--- src/rtl/wrs_pkg.sv ---
`timescale 1ns/1ps
package wrs_pkg;

  typedef enum logic [1:0] {
    PH_IDLE  = 2'd0,
    PH_PRE   = 2'd1,
    PH_BURST = 2'd2,
    PH_POST  = 2'd3
  } wr_phase_e;

  typedef logic [15:0] tick_t;

  // True when pos lies in [lo, lo+len)
  function automatic logic in_span(tick_t pos, tick_t lo, tick_t len);
    return (pos >= lo) && (pos < lo + len);
  endfunction

  // Index of the step-wide slot that pos falls in, counted from lo
  function automatic tick_t slot_of(tick_t pos, tick_t lo, tick_t step);
    return (pos - lo) / step;
  endfunction

  // Strobe is high in even slots: first edge rises
  function automatic logic strobe_high(tick_t t, tick_t lo, tick_t step);
    tick_t s;
    s = slot_of(t, lo, step);
    return ~s[0];
  endfunction

endpackage

--- src/rtl/wrs_seq.sv ---
`timescale 1ns/1ps
module wrs_seq
  import wrs_pkg::*;
#(
  parameter int PRE_CYC   = 4,
  parameter int BURST_CYC = 16,
  parameter int POST_CYC  = 2,
  parameter int CW        = 5
) (
  input  logic          clk,
  input  logic          rst_n,
  input  logic          start,
  output wr_phase_e     phase,
  output logic [CW-1:0] tick,
  output logic          done_pulse
);

  localparam logic [CW-1:0] PRE_END   = CW'(PRE_CYC - 1);
  localparam logic [CW-1:0] BURST_END = CW'(PRE_CYC + BURST_CYC - 1);
  localparam logic [CW-1:0] LAST_TICK = CW'(PRE_CYC + BURST_CYC + POST_CYC - 1);

  always_ff @(posedge clk or negedge rst_n) begin
    if (!rst_n) begin
      phase      <= PH_IDLE;
      tick       <= '0;
      done_pulse <= 1'b0;
    end else begin
      done_pulse <= 1'b0;
      if (phase == PH_IDLE) begin
        if (start) begin
          phase <= PH_PRE;
          tick  <= '0;
        end
      end else begin
        tick <= tick + 1'b1;
        if (tick == LAST_TICK) begin
          phase      <= PH_IDLE;
          tick       <= '0;
          done_pulse <= 1'b1;
        end else if (tick == PRE_END) begin
          phase <= PH_BURST;
        end else if (tick == BURST_END) begin
          phase <= PH_POST;
        end
      end
    end
  end

endmodule

--- src/rtl/wrs_beat_sel.sv ---
`timescale 1ns/1ps
module wrs_beat_sel
  import wrs_pkg::*;
#(
  parameter int DATA_W    = 8,
  parameter int BURST_LEN = 8,
  parameter int PRE_CYC   = 4,
  parameter int BEAT_CYC  = 2,
  parameter int LEAD      = 1,
  parameter int CW        = 5
) (
  input  logic                      clk,
  input  logic                      rst_n,
  input  logic                      load,
  input  logic [BURST_LEN*DATA_W-1:0] ld_data,
  input  logic [BURST_LEN-1:0]      ld_mask,
  input  logic                      active,
  input  logic [CW-1:0]             tick,
  output logic [DATA_W-1:0]         beat_byte,
  output logic                      beat_mask
);

  localparam int IW        = (BURST_LEN > 1) ? $clog2(BURST_LEN) : 1;
  localparam int BURST_CYC = BURST_LEN * BEAT_CYC;

  logic [BURST_LEN*DATA_W-1:0] held_data;
  logic [BURST_LEN-1:0]        held_mask;

  // One holding register per beat, loaded when the request is taken
  for (genvar g = 0; g < BURST_LEN; g++) begin : g_beat
    logic [DATA_W-1:0] byte_q;
    logic              mask_q;
    always_ff @(posedge clk or negedge rst_n) begin
      if (!rst_n) begin
        byte_q <= '0;
        mask_q <= 1'b0;
      end else if (load) begin
        byte_q <= ld_data[g*DATA_W +: DATA_W];
        mask_q <= ld_mask[g];
      end
    end
    assign held_data[g*DATA_W +: DATA_W] = byte_q;
    assign held_mask[g]                  = mask_q;
  end

  // Data runs LEAD cycles ahead of the strobe edge it belongs to
  tick_t          lead_pos;
  tick_t          slot;
  logic           in_window;
  logic [IW-1:0]  idx;

  assign lead_pos  = tick_t'(tick) + tick_t'(LEAD);
  assign in_window = active && in_span(lead_pos, tick_t'(PRE_CYC), tick_t'(BURST_CYC));
  assign slot      = slot_of(lead_pos, tick_t'(PRE_CYC), tick_t'(BEAT_CYC));
  assign idx       = slot[IW-1:0];

  assign beat_byte = in_window ? held_data[idx*DATA_W +: DATA_W] : '0;
  assign beat_mask = in_window ? held_mask[idx] : 1'b0;

endmodule

--- src/rtl/wrs_strobe.sv ---
`timescale 1ns/1ps
module wrs_strobe
  import wrs_pkg::*;
#(
  parameter int PRE_CYC  = 4,
  parameter int BEAT_CYC = 2,
  parameter int CW       = 5
) (
  input  wr_phase_e     phase,
  input  logic [CW-1:0] tick,
  output logic          strobe_t,
  output logic          strobe_c
);

  logic level;

  assign level    = (phase == PH_BURST) &&
                    strobe_high(tick_t'(tick), tick_t'(PRE_CYC), tick_t'(BEAT_CYC));
  assign strobe_t = level;
  assign strobe_c = (phase != PH_IDLE) && !level;

endmodule

--- src/rtl/ddr_wr_strobe_lane.sv ---
`timescale 1ns/1ps
module ddr_wr_strobe_lane
  import wrs_pkg::*;
#(
  parameter int DATA_W    = 8,
  parameter int BURST_LEN = 8,
  parameter int CLK_RATIO = 4
) (
  input  logic                        clk,
  input  logic                        rst_n,
  input  logic                        wr_req,
  input  logic [BURST_LEN*DATA_W-1:0] wr_data,
  input  logic [BURST_LEN-1:0]        wr_mask,
  output logic                        wr_ready,
  output logic                        wr_done,
  output logic                        lane_oe,
  output logic                        strobe_t,
  output logic                        strobe_c,
  output logic [DATA_W-1:0]           dq_out,
  output logic                        dm_out
);

  localparam int PRE_CYC   = CLK_RATIO;
  localparam int BEAT_CYC  = CLK_RATIO / 2;
  localparam int LEAD      = CLK_RATIO / 4;
  localparam int POST_CYC  = CLK_RATIO / 2;
  localparam int BURST_CYC = BURST_LEN * BEAT_CYC;
  localparam int TOTAL_CYC = PRE_CYC + BURST_CYC + POST_CYC;
  localparam int CW        = $clog2(TOTAL_CYC + 1);

  wr_phase_e     phase;
  logic [CW-1:0] tick;
  logic          accept;
  logic          busy;

  assign busy     = (phase != PH_IDLE);
  assign wr_ready = !busy;
  assign accept   = wr_req && wr_ready;
  assign lane_oe  = busy;

  wrs_seq #(
    .PRE_CYC  (PRE_CYC),
    .BURST_CYC(BURST_CYC),
    .POST_CYC (POST_CYC),
    .CW       (CW)
  ) u_seq (
    .clk       (clk),
    .rst_n     (rst_n),
    .start     (accept),
    .phase     (phase),
    .tick      (tick),
    .done_pulse(wr_done)
  );

  wrs_beat_sel #(
    .DATA_W   (DATA_W),
    .BURST_LEN(BURST_LEN),
    .PRE_CYC  (PRE_CYC),
    .BEAT_CYC (BEAT_CYC),
    .LEAD     (LEAD),
    .CW       (CW)
  ) u_beat (
    .clk      (clk),
    .rst_n    (rst_n),
    .load     (accept),
    .ld_data  (wr_data),
    .ld_mask  (wr_mask),
    .active   (busy),
    .tick     (tick),
    .beat_byte(dq_out),
    .beat_mask(dm_out)
  );

  wrs_strobe #(
    .PRE_CYC (PRE_CYC),
    .BEAT_CYC(BEAT_CYC),
    .CW      (CW)
  ) u_strobe (
    .phase   (phase),
    .tick    (tick),
    .strobe_t(strobe_t),
    .strobe_c(strobe_c)
  );

endmodule

--- config.mk ---
export PLATFORM = sky130hd
export DESIGN_NAME = ddr_wr_strobe_lane
export DESIGN_NICKNAME = d
export VERILOG_FILES = /design/src/rtl/wrs_pkg.sv /design/src/rtl/wrs_seq.sv /design/src/rtl/wrs_beat_sel.sv /design/src/rtl/wrs_strobe.sv /design/src/rtl/ddr_wr_strobe_lane.sv
export SDC_FILE = /design/constraint.sdc
export NUM_CORES = 1
export LEC_CHECK = 0
export BUFFER_PORTS_ARGS = -buffer_cell sky130_fd_sc_hd__buf_4
export CAP_MARGIN = 10
export CORE_MARGIN = 10
export CORE_UTILIZATION = 30
export DETAILED_ROUTE_END_ITERATION = 10
export SYNTH_ARGS = -nofsm -noshare
export SYNTH_HDL_FRONTEND = slang
export SYNTH_SLANG_ARGS = --single-unit
--- constraint.sdc ---
create_clock -name clk -period 2.83 [get_ports clk]
set_input_delay 0 -clock clk [delete_from_list [all_inputs] [get_ports clk]]
set_output_delay 0 -clock clk [all_outputs]
set_load 0.005 [all_outputs]
# Word-level counts from Yosys, hierarchy flattened

Cells that the tools add are included.

Register bits after elaboration: 80
Input bits: 75
Output and inout port bits: 14
Logic and storage cells: 58

Add/subtract/negate cells: 4
Order comparisons: 3
Eq/ne operators: 5
Shifts and indexed selects: 1
Multiplexer cells: 14
Bitwise logic cells: 1
Reduce and logical (&&, ||, !) cells: 11

Operators by type and width:

| kind                                                                                | count |
|---|---|
| 64-bit by 7-bit variable part select with 8-bit output                              | 1 |
| 5-bit 2-to-1 mux                                                                    | 3 |
| 5-bit equality test, second input constant                                          | 2 |
| 2-bit 2-to-1 mux                                                                    | 5 |
| 8-bit 2-to-1 mux                                                                    | 1 |
| 5-bit by 1-bit adder with 6-bit output, second input constant                       | 1 |
| 6-bit by 3-bit greater-or-equal comparator with 1-bit output, second input constant | 1 |
| 6-bit by 5-bit < comparator with 1-bit output, second input constant                | 1 |
| 5-bit by 1-bit adder with 5-bit output, second input constant                       | 1 |
| 5-bit by 2-bit equality test with 1-bit output, second input constant               | 1 |
| 1-bit logical AND                                                                   | 5 |
| 3-bit by 4-bit < comparator with 1-bit output, second input constant                | 1 |
| 1-bit 2-to-1 mux                                                                    | 4 |
| 4-bit nonzero test                                                                  | 1 |
| 4-bit by 3-bit subtractor with 4-bit output, second input constant                  | 1 |
| 1-bit binary-select mux with 3-bit select                                           | 1 |
| 2-bit equality test, second input constant                                          | 1 |
| 1-bit zero test                                                                     | 2 |
| 2-bit zero test                                                                     | 1 |
| 2-bit inequality test, second input constant                                        | 1 |
| 2-bit AND reduction                                                                 | 1 |
| 2-bit nonzero test                                                                  | 1 |
| 2-bit by 1-bit subtractor with 2-bit output, second input constant                  | 1 |
| 1-bit inverter                                                                      | 1 |

# Logic depth before layout (Yosys ltp)

Gate-level depths: netlist of run 1.

Word-level depth: 5
Mapped depth: 10
Gate-level depth less buffers: 8

# By module

Synthesis of run 1 repeated with hierarchy kept, for this count alone.

Cells, all modules: 358
Area, all modules: 4,335.4 um^2

By module, submodules not included:

| module             | times used | cells each | area an instance (um^2) | seq. area each (um^2) |
|---|---|---|---|---|
| wrs_beat_sel       | 1          | 314        | 3,896.2                 | 1,801.7 |
| wrs_seq            | 1          | 39         | 401.6                   | 200.2 |
| wrs_strobe         | 1          | 2          | 20.0                    | 0.0 |
| ddr_wr_strobe_lane | 1          | 3          | 17.5                    | 0.0 |

# Worst setup path before layout of run 1

Ideal clock, no wire load.

Kind: register to output
From: register u_seq.tick[0]
To: output dm_out
Data arrival time: 2.346 ns
Required time: 2.830 ns
Slack: 0.484 ns
Stages on the path, launching flop included: 11
Path buffers: 2
Path through: dfrtp_1 -> ha_1 -> xor2_2 -> buf_6 -> buf_6 -> inv_1 -> ha_1 -> and3b_1 -> o21ai_0 -> nand4_2 -> nor3_2

Longest elaborated chain between the ends: 5
Elaborated cells between the ends (all ways): 9
Those cells by class: add/sub (2); order compare (2); mux (3); reduce/logical (2)

RTL lines:

| what                                                                                  | line                                   | RTL |
|---|---|---|
| start: declaration                                                                    | wrs_seq.sv:14                          | `output logic [CW-1:0] tick,` |
| start signal: assignment                                                              | wrs_seq.sv:35                          | `tick <= tick + 1'b1;` |
| 5-bit by 1-bit adder with 6-bit output *                                              | wrs_beat_sel.sv:52                     | `assign lead_pos = tick_t'(tick) + tick_t'(LEAD);` |
| 4-bit by 3-bit subtractor with 4-bit output, or another cell as far along             | wrs_pkg.sv:20                          | `return (pos - lo) / step;` |
| 1-bit binary-select mux with 3-bit select / 1-bit logical AND (equally long branches) | wrs_beat_sel.sv:58, wrs_pkg.sv:15      |  |
| 1-bit 2-to-1 mux (not written as such) / 1-bit logical AND (equally long branches)    | wrs_beat_sel.sv:58, wrs_beat_sel.sv:53 |  |
| 1-bit 2-to-1 mux *                                                                    | wrs_beat_sel.sv:58                     | `assign beat_mask = in_window ? held_mask[idx] : 1'b0;` |
| end: declaration                                                                      | ddr_wr_strobe_lane.sv:20               | `output logic dm_out` |

Every way passes the cells marked *; elsewhere a longest branch is shown, timed or not. The select of a mux whose other input is x is not followed.

# Final worst setup path of run 1

From: register u_seq.tick[0]
To: output dq_out[2]

Longest elaborated chain between the ends: 5
Elaborated cells between the ends (all ways): 8
Those cells by class: add/sub (2); order compare (2); shift (1); mux (1); reduce/logical (2)

RTL lines:

| what                                                                                | line                     | RTL |
|---|---|---|
| 5-bit by 1-bit adder with 6-bit output *                                            | wrs_beat_sel.sv:52       |  |
| branches (longest 3 deep; another with 4-bit by 3-bit subtractor with 4-bit output) | --                       |  |
| 8-bit 2-to-1 mux *                                                                  | wrs_beat_sel.sv:57       | `assign beat_byte = in_window ? held_data[idx*DATA_W +: DATA_W] : '0;` |
| end: declaration                                                                    | ddr_wr_strobe_lane.sv:19 | `output logic [DATA_W-1:0] dq_out,` |

Every way passes the cells marked *.

==> summary.log, run 1 <==
INFO  critical_path  cp_slowest_cell=sky130_fd_sc_hd__dfrtp_2
INFO  placed_design  detailedPlacementHpwl=7947um
INFO  critical_path  critPathCaptureType=output pin
INFO  final_layout   num-fill-cells=1242
INFO  route          post_drt_wl_per_cell=15.35um
INFO  placed_design  gpl.final_weighted_congestion=0.7743
INFO  critical_path  cp_data_required_time=2.83ns
INFO  critical_path  cp_slowest_stage_delay=0.45ns
INFO  power_and_ir_drop max_rail_drop_vdd=0.5555mV
INFO  synthesis      net_count_after_synthesis=516
INFO  sta            actual_slew_at_the_worst_max_slew_pin=1.036ns
INFO  clocking       num_clock_sinks=80
INFO  clocking       clk-insertion-delay-late=0.34ns
INFO  synthesis      synth.cell_area=0.003936mm2
INFO  route          routedLengthMet1=5215um
INFO  final_layout   antennaDiodeCount=0
INFO  floorplan      placeableCoreArea=0.01272mm2
INFO  synthesis      yosysWarnings=0
INFO  floorplan      die_x=134.5um
INFO  route          drc=0
INFO  critical_path  crit_chain=ha_4, xor2_4, inv_1, ha_1, and3b_1, o21ai_0, nand4_2, buf_4, nor3_2, buf_4
INFO  critical_path  crit_path_start_kind=register
INFO  sta            fin_crit=2.662ns
INFO  floorplan      core.rowCount=41
INFO  critical_path  class_of_the_most_critical_setup_path=reg -> out
INFO  final_layout   area.sequential=0.002006mm2
INFO  synthesis      synth.avg_cell_area=9.007um2
INFO  sta            period_share=94.08%
INFO  synthesis      synth.top_cell.area_share=50.86%
INFO  power_and_ir_drop power.static_leakage=2.938nW
INFO  clocking       worst_setup_hold_path_clk_slew=0.06ns
INFO  sta            rsz_0062_raised_after_global_routing=no
INFO  critical_path  arrival=2.66ns
INFO  grt            overflow_left_after_global_routing=0
INFO  route          drt_iter0_drc=208
INFO  sta            finalSetupTns=0ns
INFO  placed_design  portBuffers=88
INFO  synthesis      yosysUniqueCellTypes=41
INFO  synthesis      async_set_or_reset_flop_fraction_in_the_synthesized_netlist=100.0%
INFO  power_and_ir_drop cellPowerDensity=1089mW/mm2
INFO  route          top_signal_layer_used=met4
INFO  route          avgViaCountPerCell=4.548
INFO  sta            slew-limit-headroom=30.92%
INFO  grt            vias_in_the_first_global_route=3796
INFO  critical_path  cp_num_buf_inv=3
INFO  sta            finalHoldViolCount=0
INFO  critical_path  path_delay_family=simple AND/OR/NAND/NOR gates
INFO  route          drt_pre_antenna_iters=4
INFO  synthesis      proportion_of_synthesized_chip_area_in_sequential_cells=50.86%
INFO  synthesis      synth_largest_area_cell=sky130_fd_sc_hd__dfrtp_1
INFO  grt            antenna_found_initial=0
INFO  sta            maxSlewViolCount=0
INFO  route          ant_nets=0
INFO  final_layout   area_delta_synth_final=48.16%
INFO  job            cap_viol_max_count=0
INFO  grt            grt_start_max_net_pins=81
INFO  sta            final_setup_viols=0
INFO  critical_path  most_prevalent_standard_cell_on_the_critical_path=sky130_fd_sc_hd__buf_4
INFO  clocking       clockRootBuffer=sky130_fd_sc_hd__clkbuf_16
INFO  final_layout   final_net_count=673
INFO  sta            fmaxAchievable=375.6MHz
INFO  clocking       maximum_clock_insertion_buffer_count=2
INFO  floorplan      num_io_pins=89
INFO  critical_path  crit_fanout=6
INFO  min_path       timing.hold.worst.class=in -> async
INFO  floorplan      overall_die_height=134.5um
INFO  final_layout   layout.cells.most_common_list=sky130_fd_sc_hd__nand2_1 (220), sky130_fd_sc_hd__buf_4 (94), sky130_fd_sc_hd__dfrtp_1 (77), sky130_fd_sc_hd__dlygate4sd3_1 (74), sky130_fd_sc_hd__mux2i_1 (19)
INFO  route          route.vias.total=3502
INFO  final_layout   multi_input_area=0.001807mm2
INFO  grt            grt_pass1_wl=19510um
INFO  route          met3WireLength=543um
INFO  synthesis      synth_ff_type=sky130_fd_sc_hd__dfrtp_1
INFO  run_status     outcome=finished clean
INFO  synthesis      synth.area.top_cells=sky130_fd_sc_hd__dfrtp_1 (51%), sky130_fd_sc_hd__nand2_1 (21%), sky130_fd_sc_hd__mux2_2 (5.1%), sky130_fd_sc_hd__mux2i_1 (4.8%), sky130_fd_sc_hd__nor3_2 (2.3%)
INFO  route          dr_wl_met2=5973um
INFO  route          wl=11820um
INFO  floorplan      initial_core_util=30.94%
INFO  synthesis      ys_ff_latch=80
INFO  floorplan      die_area=0.01810mm2
INFO  clocking       ctsHtreeMaxLevel=3
INFO  final_layout   layout.cells.most_common=sky130_fd_sc_hd__nand2_1
INFO  sta            clock-skew-final=0.007353ns
INFO  sta            hold_ws=0.3869ns
INFO  synthesis      synth_edf_count=0
INFO  grt            grt_util_all_layers=13.51%
INFO  synthesis      synth_cells=437
INFO  final_layout   drive_above_1_share=24.92%
INFO  clocking       cts-buffers-inserted=9
INFO  clocking       cts_tree=done
[path summary, 6_finish.rpt]
kind	start	endpoint	slack (ns)	depth (start not counted)
max in group asynchronous	rst_n	u_seq.tick[1]	1.71	2
min in group clk	wr_data[8]	u_beat.g_beat[1].byte_q[0]	0.40	4
worst max register to register	u_seq.phase[0]	u_beat.g_beat[1].byte_q[3]	0.74	6
worst min register to register	u_beat.g_beat[5].byte_q[6]	u_beat.g_beat[5].byte_q[6]	0.47	2
worst max-delay path	u_seq.tick[0]	dq_out[2]	0.17	10
worst min-delay path	rst_n	u_seq.done_pulse	0.39	2
[sequential cells by signal, summed over array words and instances (netlist names)]
register,flops
u_seq.tick,5
u_beat.g_beat.mask_q,8
u_seq.phase,2
u_beat.g_beat.byte_q,64
u_seq.done_pulse,1
[metrics by stage]
step	cells	power (W)	util [%]	worst slack (ns)	cell area, um2
after floorplan	437	0.004095	-	0.4839	3936
after global placement	678	0.004939	37.30	0.3918	4746
after detailed placement	678	0.005024	37.30	0.3068	4746
after CTS	767	0.006335	45.55	0.004928	5796
after global routing	770	0.006845	45.84	0.01810	5832
final	770	0.006349	45.84	0.1675	5832
[report_power, final]
part	total, W	switching (W)	internal, W	leakage [nW]
logic	0.00317	0.00168	0.00149	1.79
clock network	0.00119	0.000446	0.000747	0.154
registers	0.00199	0.000309	0.00168	0.993
[area by class of cell]
cell class,instances,share of cell area [%]
Clock inverter,3,0.6865
Multi-Input combinational cell,330,30.98
Timing Repair Buffer,170,25.49
Sequential cell,80,34.39
Inverter,3,0.1931
Tap cell,172,3.690
Clock buffer,12,4.570
[cells by family after synthesis]
| family | count (synthesis) | share of synthesized area (%) |
|---|---|---|
| AOI/OAI and AO/OA | 30 | 5.626 |
| xor gates and xnor gates | 3 | 0.8584 |
| adders and majority gates | 4 | 1.272 |
| buffers and inverters | 27 | 3.942 |
| DFF | 80 | 50.86 |
| muxes | 37 | 9.981 |
| and+or+nand+nor | 256 | 27.46 |
[metal layers]
| metal | GRT usage, % | vias up |
|---|---|---|
| li1 | - | 1732 |
| met3 | 4.266 | 9 |
| met5 | 0 | - |
| met4 | 3.809 | 0 |
| met2 | 22.60 | 77 |
| met1 | 16.31 | 1684 |
[cells in the mapped netlist (2+ instances only)]
library cell	n
sky130_fd_sc_hd__nand2_1	221
sky130_fd_sc_hd__dfrtp_1	80
sky130_fd_sc_hd__mux2i_1	19
sky130_fd_sc_hd__mux2_2	18
sky130_fd_sc_hd__o22ai_1	11
sky130_fd_sc_hd__a22o_1	10
sky130_fd_sc_hd__buf_2	9
sky130_fd_sc_hd__nor3_2	9
sky130_fd_sc_hd__nor2_1	8
sky130_fd_sc_hd__clkbuf_1	7
sky130_fd_sc_hd__ha_1	4
sky130_fd_sc_hd__buf_4	3
sky130_fd_sc_hd__a21o_1	2
sky130_fd_sc_hd__and2_1	2
sky130_fd_sc_hd__buf_1	2
sky130_fd_sc_hd__buf_6	2
sky130_fd_sc_hd__inv_1	2
sky130_fd_sc_hd__nand2b_1	2
sky130_fd_sc_hd__nor3b_1	2
sky130_fd_sc_hd__o21ai_0	2
sky130_fd_sc_hd__o31ai_1	2
[repair_timing]
action,CTS,global route
cloned,0,0
endpoints found under the hold margin,153,0
gates resized for setup,1,4
pin swaps,0,1
hold buffers,74,0
endpoints found under the setup margin,5,9
buffers inserted,0,3
(Power assumes the default switching activity.)
==> run 2: changes to the inputs <==
==> constraint.sdc (replaced) <==
create_clock -name clk -period 2.83 [get_ports clk]
set_input_delay 0.4245 -clock clk [delete_from_list [all_inputs] [get_ports clk]]
set_output_delay 0.4245 -clock clk [all_outputs]
set_load 0.005 [all_outputs]
==> summary.log, run 2 (synthesized netlist as in run 1, its figures left out) <==
INFO  run_status     outcome=finished, violations left
INFO  run_status     failed_checks=setup timing
INFO  critical_path  critPathCaptureType=output pin
INFO  clocking       cts-buffers-inserted=9 [unchanged]
INFO  critical_path  crit_chain=buf_6, ha_4, xor2_4, inv_2, ha_4, and3b_1, o21ai_2, nand4_4, clkbuf_16, nor3_4, buf_4
INFO  critical_path  r2r_start=u_seq.phase[1]
INFO  critical_path  worst_r2r_endpoint=u_beat.g_beat[4].byte_q[7]
INFO  grt            met2_grt_util=20.55% [-2.1 points]
INFO  placed_design  detailedPlace.worstSlack=0.07835ns [-0.2285 ns]
INFO  job            cap_viol_max_count=0 [unchanged]
INFO  critical_path  flop2flop_setup_slack=0.93ns [+0.19 ns]
INFO  critical_path  crit_fanout=5 [-1]
INFO  grt            overflow_left_after_global_routing=0 [unchanged]
INFO  final_layout   layoutNonFillerInstCount=701 [-9.0%]
INFO  clocking       cts_tree=done
INFO  critical_path  arrival=2.43ns [-0.23 ns]
INFO  power_and_ir_drop switching_power_summed_over_all_nets=0.002711W [+11%]
INFO  grt            grt_pass1_wl=18470um [-5.3%]
INFO  clocking       maximum_clock_insertion_buffer_count=2 [unchanged]
INFO  floorplan      num_io_pins=89 [unchanged]
INFO  sta            rsz_0062_raised_after_global_routing=yes
INFO  critical_path  cp_slowest_stage_delay=0.39ns [-0.06 ns]
INFO  critical_path  cp_num_buf_inv=4 [+1]
INFO  grt            grt_util_all_layers=13.02% [-0.49 points]
INFO  route          drt_pre_antenna_iters=4 [unchanged]
INFO  power_and_ir_drop sw_frac_of_total=39.12% [+0.77 points]
INFO  critical_path  class_of_the_most_critical_setup_path=reg -> out
INFO  power_and_ir_drop p_int=0.004218W [+7.8%]
INFO  power_and_ir_drop clockPowerShare=18.7% [about the same]
INFO  final_layout   largest_reg_flops=64 [unchanged]
INFO  critical_path  path_delay_family=buffers and inverters
INFO  power_and_ir_drop totalPowerFinal=0.006929W [+9.1%]
INFO  critical_path  cp_data_required_time=2.41ns [-0.42 ns]
INFO  power_and_ir_drop max_rail_drop_vdd=0.4745mV [-15%]
INFO  route          post_drt_wl_per_cell=16.32um [+6.3%]
INFO  route          drc=0 [unchanged]
INFO  clocking       ctsHtreeMaxLevel=3 [unchanged]
INFO  power_and_ir_drop sequentialPowerShare=28.7% [-2.6 points]
INFO  final_layout   drive_above_1_share=31.00% [+6.1 points]
INFO  floorplan      initial_core_util=30.94% [unchanged]
INFO  min_path       timing.hold.worst.class=in -> async
INFO  sta            finalHoldViolCount=0 [unchanged]
INFO  sta            fmaxAchievable=350.0MHz [-6.8%]
INFO  floorplan      die_area=0.01810mm2 [unchanged]
INFO  sta            slew-limit-headroom=31.87% [+0.95 points]
INFO  sta            final_setup_viols=2 [+2]
INFO  floorplan      core.rowCount=41 [unchanged]
INFO  clocking       clk-insertion-delay-late=0.35ns [about the same]
INFO  floorplan      placeableCoreArea=0.01272mm2 [unchanged]
INFO  sta            maxSlewViolCount=0 [unchanged]
INFO  floorplan      die_x=134.5um [unchanged]
INFO  grt            vias_in_the_first_global_route=3534 [-6.9%]
INFO  sta            post-route-worst-setup-slack=-0.02726ns [-0.1948 ns]
INFO  placed_design  gpl.final_weighted_congestion=0.7756 [+0.17%]
INFO  route          route.vias.total=3216 [-8.2%]
INFO  placed_design  portBuffers=88 [unchanged]
INFO  floorplan      overall_die_height=134.5um [unchanged]
INFO  route          ant_nets=0 [unchanged]
INFO  grt            grt_start_max_net_pins=81 [unchanged]
INFO  sta            fin_crit=2.857ns [+0.1948 ns]
INFO  clocking       clockRootBuffer=sky130_fd_sc_hd__clkbuf_16
INFO  final_layout   layout.cells.most_common=sky130_fd_sc_hd__nand2_1
INFO  critical_path  r2r_cells=6 [unchanged]
INFO  route          wl=11440um [-3.2%]
INFO  sta            period_share=101.0% [+6.9 points]
INFO  route          drt_iter0_drc=243 [+17%]
INFO  critical_path  cp_slowest_cell=sky130_fd_sc_hd__dfrtp_1
INFO  final_layout   final_net_count=603 [-10%]
INFO  final_layout   layout.cells.most_common_list=sky130_fd_sc_hd__nand2_1 (219), sky130_fd_sc_hd__buf_4 (92), sky130_fd_sc_hd__dfrtp_1 (78), sky130_fd_sc_hd__mux2i_1 (19), sky130_fd_sc_hd__mux2_2 (18)
INFO  final_layout   registers.top_by_ff_count=u_beat.g_beat.byte_q
INFO  critical_path  most_prevalent_standard_cell_on_the_critical_path=sky130_fd_sc_hd__ha_4
INFO  grt            groute.layer.met3.usage=4.006% [-0.26 points]
INFO  sta            actual_slew_at_the_worst_max_slew_pin=1.022ns [-0.01420 ns]
INFO  power_and_ir_drop power_frac_comb=52.7% [+2.8 points]
INFO  final_layout   biggestRegsByFlops=u_beat.g_beat.byte_q (64), u_beat.g_beat.mask_q (8), u_seq.tick (5)
INFO  clocking       num_clock_sinks=80 [unchanged]
INFO  placed_design  detailedPlacementHpwl=8145um [+2.5%]
INFO  grt            antenna_found_initial=0 [unchanged]
INFO  critical_path  crit_path_start_kind=register
INFO  final_layout   area_delta_synth_final=35.73%
INFO  route          avgViaCountPerCell=4.588 [+0.87%]
INFO  power_and_ir_drop cellPowerDensity=1297mW/mm2 [+19%]
INFO  clocking       worst_setup_hold_path_clk_slew=0.05ns [about the same]
INFO  power_and_ir_drop power.static_leakage=2.716nW [-7.6%]
INFO  sta            finalSetupTns=-0.04553ns [-0.04553 ns]
INFO  grt            grt.busiest_layer=met2
INFO  placed_design  place.detailed.instances=682 [+0.59%]
INFO  final_layout   antennaDiodeCount=0 [unchanged]
INFO  grt            grtUsageMet1=15.78% [-0.53 points]
INFO  sta            clock-skew-final=0.006956ns [-0.0003963 ns]
[run 2: what timing repair did]
item,in CTS,in global routing
hold buffers,0,0
resized for setup,36,3
endpoints found under the setup margin,9,9
gates cloned,1,0
buffers inserted,2,0
pin swaps,15,3
[run 2: power by group through the flow]
stage | clock network [W] | logic, W | registers (W)
after floorplan | 0 | 0.00221 | 0.00189
after global placement | 0 | 0.00307 | 0.00197
after detailed placement | 0 | 0.00314 | 0.00198
after CTS | 0.00132 | 0.00369 | 0.00198
after global routing | 0.00137 | 0.00399 | 0.00205
final | 0.00129 | 0.00365 | 0.00199
[run 2: worst max path at each step]
stage	start	to	slack, ns	depth (start not counted)
6_report	u_seq.tick[0]	dm_out	-0.03	11
5_1_grt	u_seq.tick[0]	dq_out[5]	-0.13	11
4_1_cts	u_seq.tick[0]	dq_out[3]	-0.02	11
3_5_place_dp	u_seq.tick[1]	dq_out[5]	0.08	7
3_3_place_gp	u_seq.tick[1]	dq_out[0]	0.16	7
2_1_floorplan	u_seq.tick[0]	dm_out	0.06	10
[run 2: cell type report]
type | instances | area (um2)
Fill cell | 1300 | 7380
Tap cell | 172 | 215.2
Timing Repair Buffer | 100 | 829.5
Clock buffer | 14 | 274.0
Multi-Input combinational cell | 330 | 1948
Clock inverter | 2 | 60.06
Sequential cell | 80 | 2004
Inverter | 3 | 11.26
[run 2: per-stage QoR]
stage	hold slack [ns]	utilization (%)	instance area (um2)
after floorplan	0.1289	-	3936
after global placement	0.4547	37.64	4788
after detailed placement	0.4584	37.64	4788
after CTS	0.2546	41.90	5330
after global routing	0.2638	41.99	5343
final	0.2545	41.99	5343
[run 2: routing by layer]
metal  part of all wire (%)  wire [um]
met1                     44       5058
met2                     47       5425
met3                    5.6        640
met4                    2.8        316
met5                      0          0
==> run 3: changes to the inputs <==
CTS_BUF_LIST = sky130_fd_sc_hd__clkbuf_2   (was not set)
==> summary.log, run 3 (synthesized netlist as in run 1, its figures left out) <==
INFO  run_status     outcome=finished, violations left
INFO  run_status     failed_checks=setup timing
INFO  final_layout   layout.cells.most_common_list=sky130_fd_sc_hd__nand2_1 (219), sky130_fd_sc_hd__buf_4 (94), sky130_fd_sc_hd__dfrtp_1 (79), sky130_fd_sc_hd__dlygate4sd3_1 (57), sky130_fd_sc_hd__mux2i_1 (19)
INFO  sta            finalHoldViolCount=0 [unchanged]
INFO  floorplan      placeableCoreArea=0.01272mm2 [unchanged]
INFO  floorplan      overall_die_height=134.5um [unchanged]
INFO  critical_path  crit_start=u_seq.tick[1]
INFO  final_layout   largest_reg_flops=64 [unchanged]
INFO  clocking       cts_tree=done
INFO  critical_path  class_of_the_most_critical_setup_path=reg -> out
INFO  final_layout   antennaDiodeCount=0 [unchanged]
INFO  final_layout   area_delta_synth_final=45.87%
INFO  route          drt_pre_antenna_iters=4 [unchanged]
INFO  floorplan      initial_core_util=30.94% [unchanged]
INFO  power_and_ir_drop power_frac_comb=58.9% [+6.2 points]
INFO  clocking       num_clock_sinks=80 [unchanged]
INFO  route          post_drt_wl_per_cell=15.76um [-3.4%]
INFO  grt            grt_util_all_layers=13.42% [+0.39 points]
INFO  clocking       cts-buffers-inserted=9 [unchanged]
INFO  grt            grt_pass1_wl=19330um [+4.7%]
INFO  route          wl=12000um [+4.9%]
INFO  route          route.vias.total=3451 [+7.3%]
INFO  sta            period_share=109.3% [+8.4 points]
INFO  critical_path  crit_chain=buf_6, nand3_4, xor2_4, ha_2, and3b_1, o21ai_2, nand4_4, clkbuf_16, nor3_4, buf_4
INFO  clocking       clockRootBuffer=sky130_fd_sc_hd__clkbuf_2
INFO  power_and_ir_drop sequentialPowerShare=30.5% [+1.8 points]
INFO  grt            antenna_found_initial=0 [unchanged]
INFO  final_layout   drive_above_1_share=28.18% [-2.8 points]
INFO  power_and_ir_drop clockPowerShare=10.6% [-8.1 points]
INFO  power_and_ir_drop power.static_leakage=2.890nW [+6.4%]
INFO  power_and_ir_drop sw_frac_of_total=42.12% [+3.0 points]
INFO  floorplan      num_io_pins=89 [unchanged]
INFO  final_layout   layout.cells.most_common=sky130_fd_sc_hd__nand2_1
INFO  final_layout   multi_input_area=0.001959mm2 [+0.58%]
INFO  job            cap_viol_max_count=0 [unchanged]
INFO  clocking       clk-insertion-delay-late=0.58ns [+0.23 ns]
INFO  sta            rsz_0062_raised_after_global_routing=yes
INFO  route          ant_nets=0 [unchanged]
INFO  grt            vias_in_the_first_global_route=3725 [+5.4%]
INFO  placed_design  gpl.final_weighted_congestion=0.7756 [unchanged]
INFO  grt            overflow_left_after_global_routing=0 [unchanged]
INFO  min_path       timing.hold.worst.class=in -> reg
INFO  critical_path  critPathCaptureType=output pin
INFO  critical_path  cp_num_buf_inv=3 [-1]
INFO  final_layout   biggestRegsByFlops=u_beat.g_beat.byte_q (64), u_beat.g_beat.mask_q (8), u_seq.tick (5)
INFO  final_layout   area.sequential=0.002003mm2 [about the same]
INFO  floorplan      core.rowCount=41 [unchanged]
INFO  sta            actual_slew_at_the_worst_max_slew_pin=1.037ns [+0.01545 ns]
INFO  sta            final_setup_viols=9 [+7]
INFO  power_and_ir_drop max_rail_drop_vdd=0.4210mV [-11%]
INFO  final_layout   registers.top_by_ff_count=u_beat.g_beat.byte_q
INFO  sta            fin_crit=3.094ns [+0.2367 ns]
INFO  clocking       worst_setup_hold_path_clk_slew=0.23ns [+0.18 ns]
INFO  min_path       hp-start=wr_data[59]
INFO  clocking       maximum_clock_insertion_buffer_count=2 [unchanged]
INFO  floorplan      die_area=0.01810mm2 [unchanged]
INFO  placed_design  placed_area=0.004788mm2 [unchanged]
INFO  clocking       ctsHtreeMaxLevel=3 [unchanged]
INFO  critical_path  crit_fanout=4 [-1]
INFO  route          drt_iter0_drc=218 [-10%]
INFO  placed_design  portBuffers=88 [unchanged]
INFO  critical_path  cp_data_required_time=2.41ns [about the same]
INFO  final_layout   num-fill-cells=1277 [-1.8%]
INFO  final_layout   finalInstanceArea=0.005742mm2 [+7.5%]
INFO  floorplan      die_x=134.5um [unchanged]
INFO  route          avgViaCountPerCell=4.535 [-1.2%]
INFO  sta            maxSlewViolCount=0 [unchanged]
INFO  critical_path  crit_path_start_kind=register
INFO  grt            grt_start_max_net_pins=81 [unchanged]
INFO  critical_path  cp_slowest_stage_delay=0.47ns [+0.08 ns]
INFO  sta            slew-limit-headroom=30.84% [-1.0 points]
INFO  route          drc=0 [unchanged]
INFO  placed_design  detailedPlacementHpwl=8145um [unchanged]
INFO  final_layout   final_net_count=663 [+10%]
INFO  sta            post-route-worst-setup-slack=-0.2640ns [-0.2367 ns]
INFO  critical_path  arrival=2.67ns [+0.24 ns]
INFO  final_layout   fin_util=45.13% [+3.1 points]
INFO  critical_path  path_delay_family=simple AND/OR/NAND/NOR gates
INFO  sta            fmaxAchievable=323.2MHz [-7.7%]
INFO  sta            clock-skew-final=0.03343ns [+0.02648 ns]
INFO  power_and_ir_drop switching_power_summed_over_all_nets=0.002723W [+0.45%]
INFO  power_and_ir_drop p_int=0.003741W [-11%]
INFO  critical_path  cp_slowest_cell=sky130_fd_sc_hd__dfrtp_1
INFO  power_and_ir_drop cellPowerDensity=1126mW/mm2 [-13%]
INFO  critical_path  r2r_start=u_seq.phase[0]
[run 3: worst min-delay path, stage by stage]
cell and delay (ns):
sky130_fd_sc_hd__buf_4 0.08, sky130_fd_sc_hd__nand2_1 0.05, sky130_fd_sc_hd__nand2_1 0.07
[run 3: layout make-up]
| class | count | share of cell area, % |
|---|---|---|
| repair buffers | 160 | 24.84 |
| multi-input cells | 330 | 34.13 |
| inverters | 3 | 0.1961 |
| clock inverters | 5 | 1.242 |
| flip-flops and latches | 80 | 34.89 |
| well taps | 172 | 3.748 |
| clock buffers | 11 | 0.9588 |
[run 3: final timing paths]
check | endpoint | slack [ns] | cells past startpoint
max in group asynchronous | u_seq.tick[2] | 1.60 | 2
worst max register to register | u_beat.g_beat[4].byte_q[7] | 0.90 | 6
worst min register to register | u_beat.g_beat[2].byte_q[4] | 0.50 | 2
worst max-delay path | dm_out | -0.26 | 10
min in group asynchronous | u_beat.g_beat[1].byte_q[5] | 0.55 | 2
worst min-delay path | u_beat.g_beat[7].byte_q[3] | 0.05 | 3
[run 3: repair_timing]
action                                  in CTS  in global routing
pin swaps                                   17                  4
gates cloned                                 1                  0
hold endpoints to repair                    69                  0
setup buffers                                5                  0
hold buffers                                57                  0
endpoints found under the setup margin       9                  9
gates resized for setup                     35                  6
[run 3: power by group through the flow]
stage / combinational [W] / clock [W] / sequential, W
after global placement: 0.00307 / 0 / 0.00197
after global routing: 0.00412 / 0.000752 / 0.00204
after floorplan: 0.00221 / 0 / 0.00189
after CTS: 0.00376 / 0.000709 / 0.00197
final: 0.00381 / 0.000686 / 0.00197
after detailed placement: 0.00314 / 0 / 0.00198
[run 3: metrics by stage]
stage / hold slack, ns / total power (W) / cells / TNS [ns] / setup slack, ns
floorplan: 0.1289 / 0.004095 / 437 / 0 / 0.05937
finish: 0.04529 / 0.006464 / 761 / -2.179 / -0.2640
global route: 0.005183 / 0.006908 / 761 / -3.374 / -0.3992
detailed placement: 0.4584 / 0.005120 / 682 / 0 / 0.07835
CTS: 0.0006506 / 0.006433 / 761 / -2.516 / -0.2998
global placement: 0.4547 / 0.005047 / 682 / 0 / 0.1649
[run 3: layer usage]
metal / up-vias / global-route usage [%] / share of wire [%]
met5: - / 0 / 0
met4: 0 / 5.985 / 2.4
met3: 19 / 3.895 / 5.8
li1: 1716 / - / -
met2: 98 / 21.89 / 48
met1: 1618 / 16.04 / 44
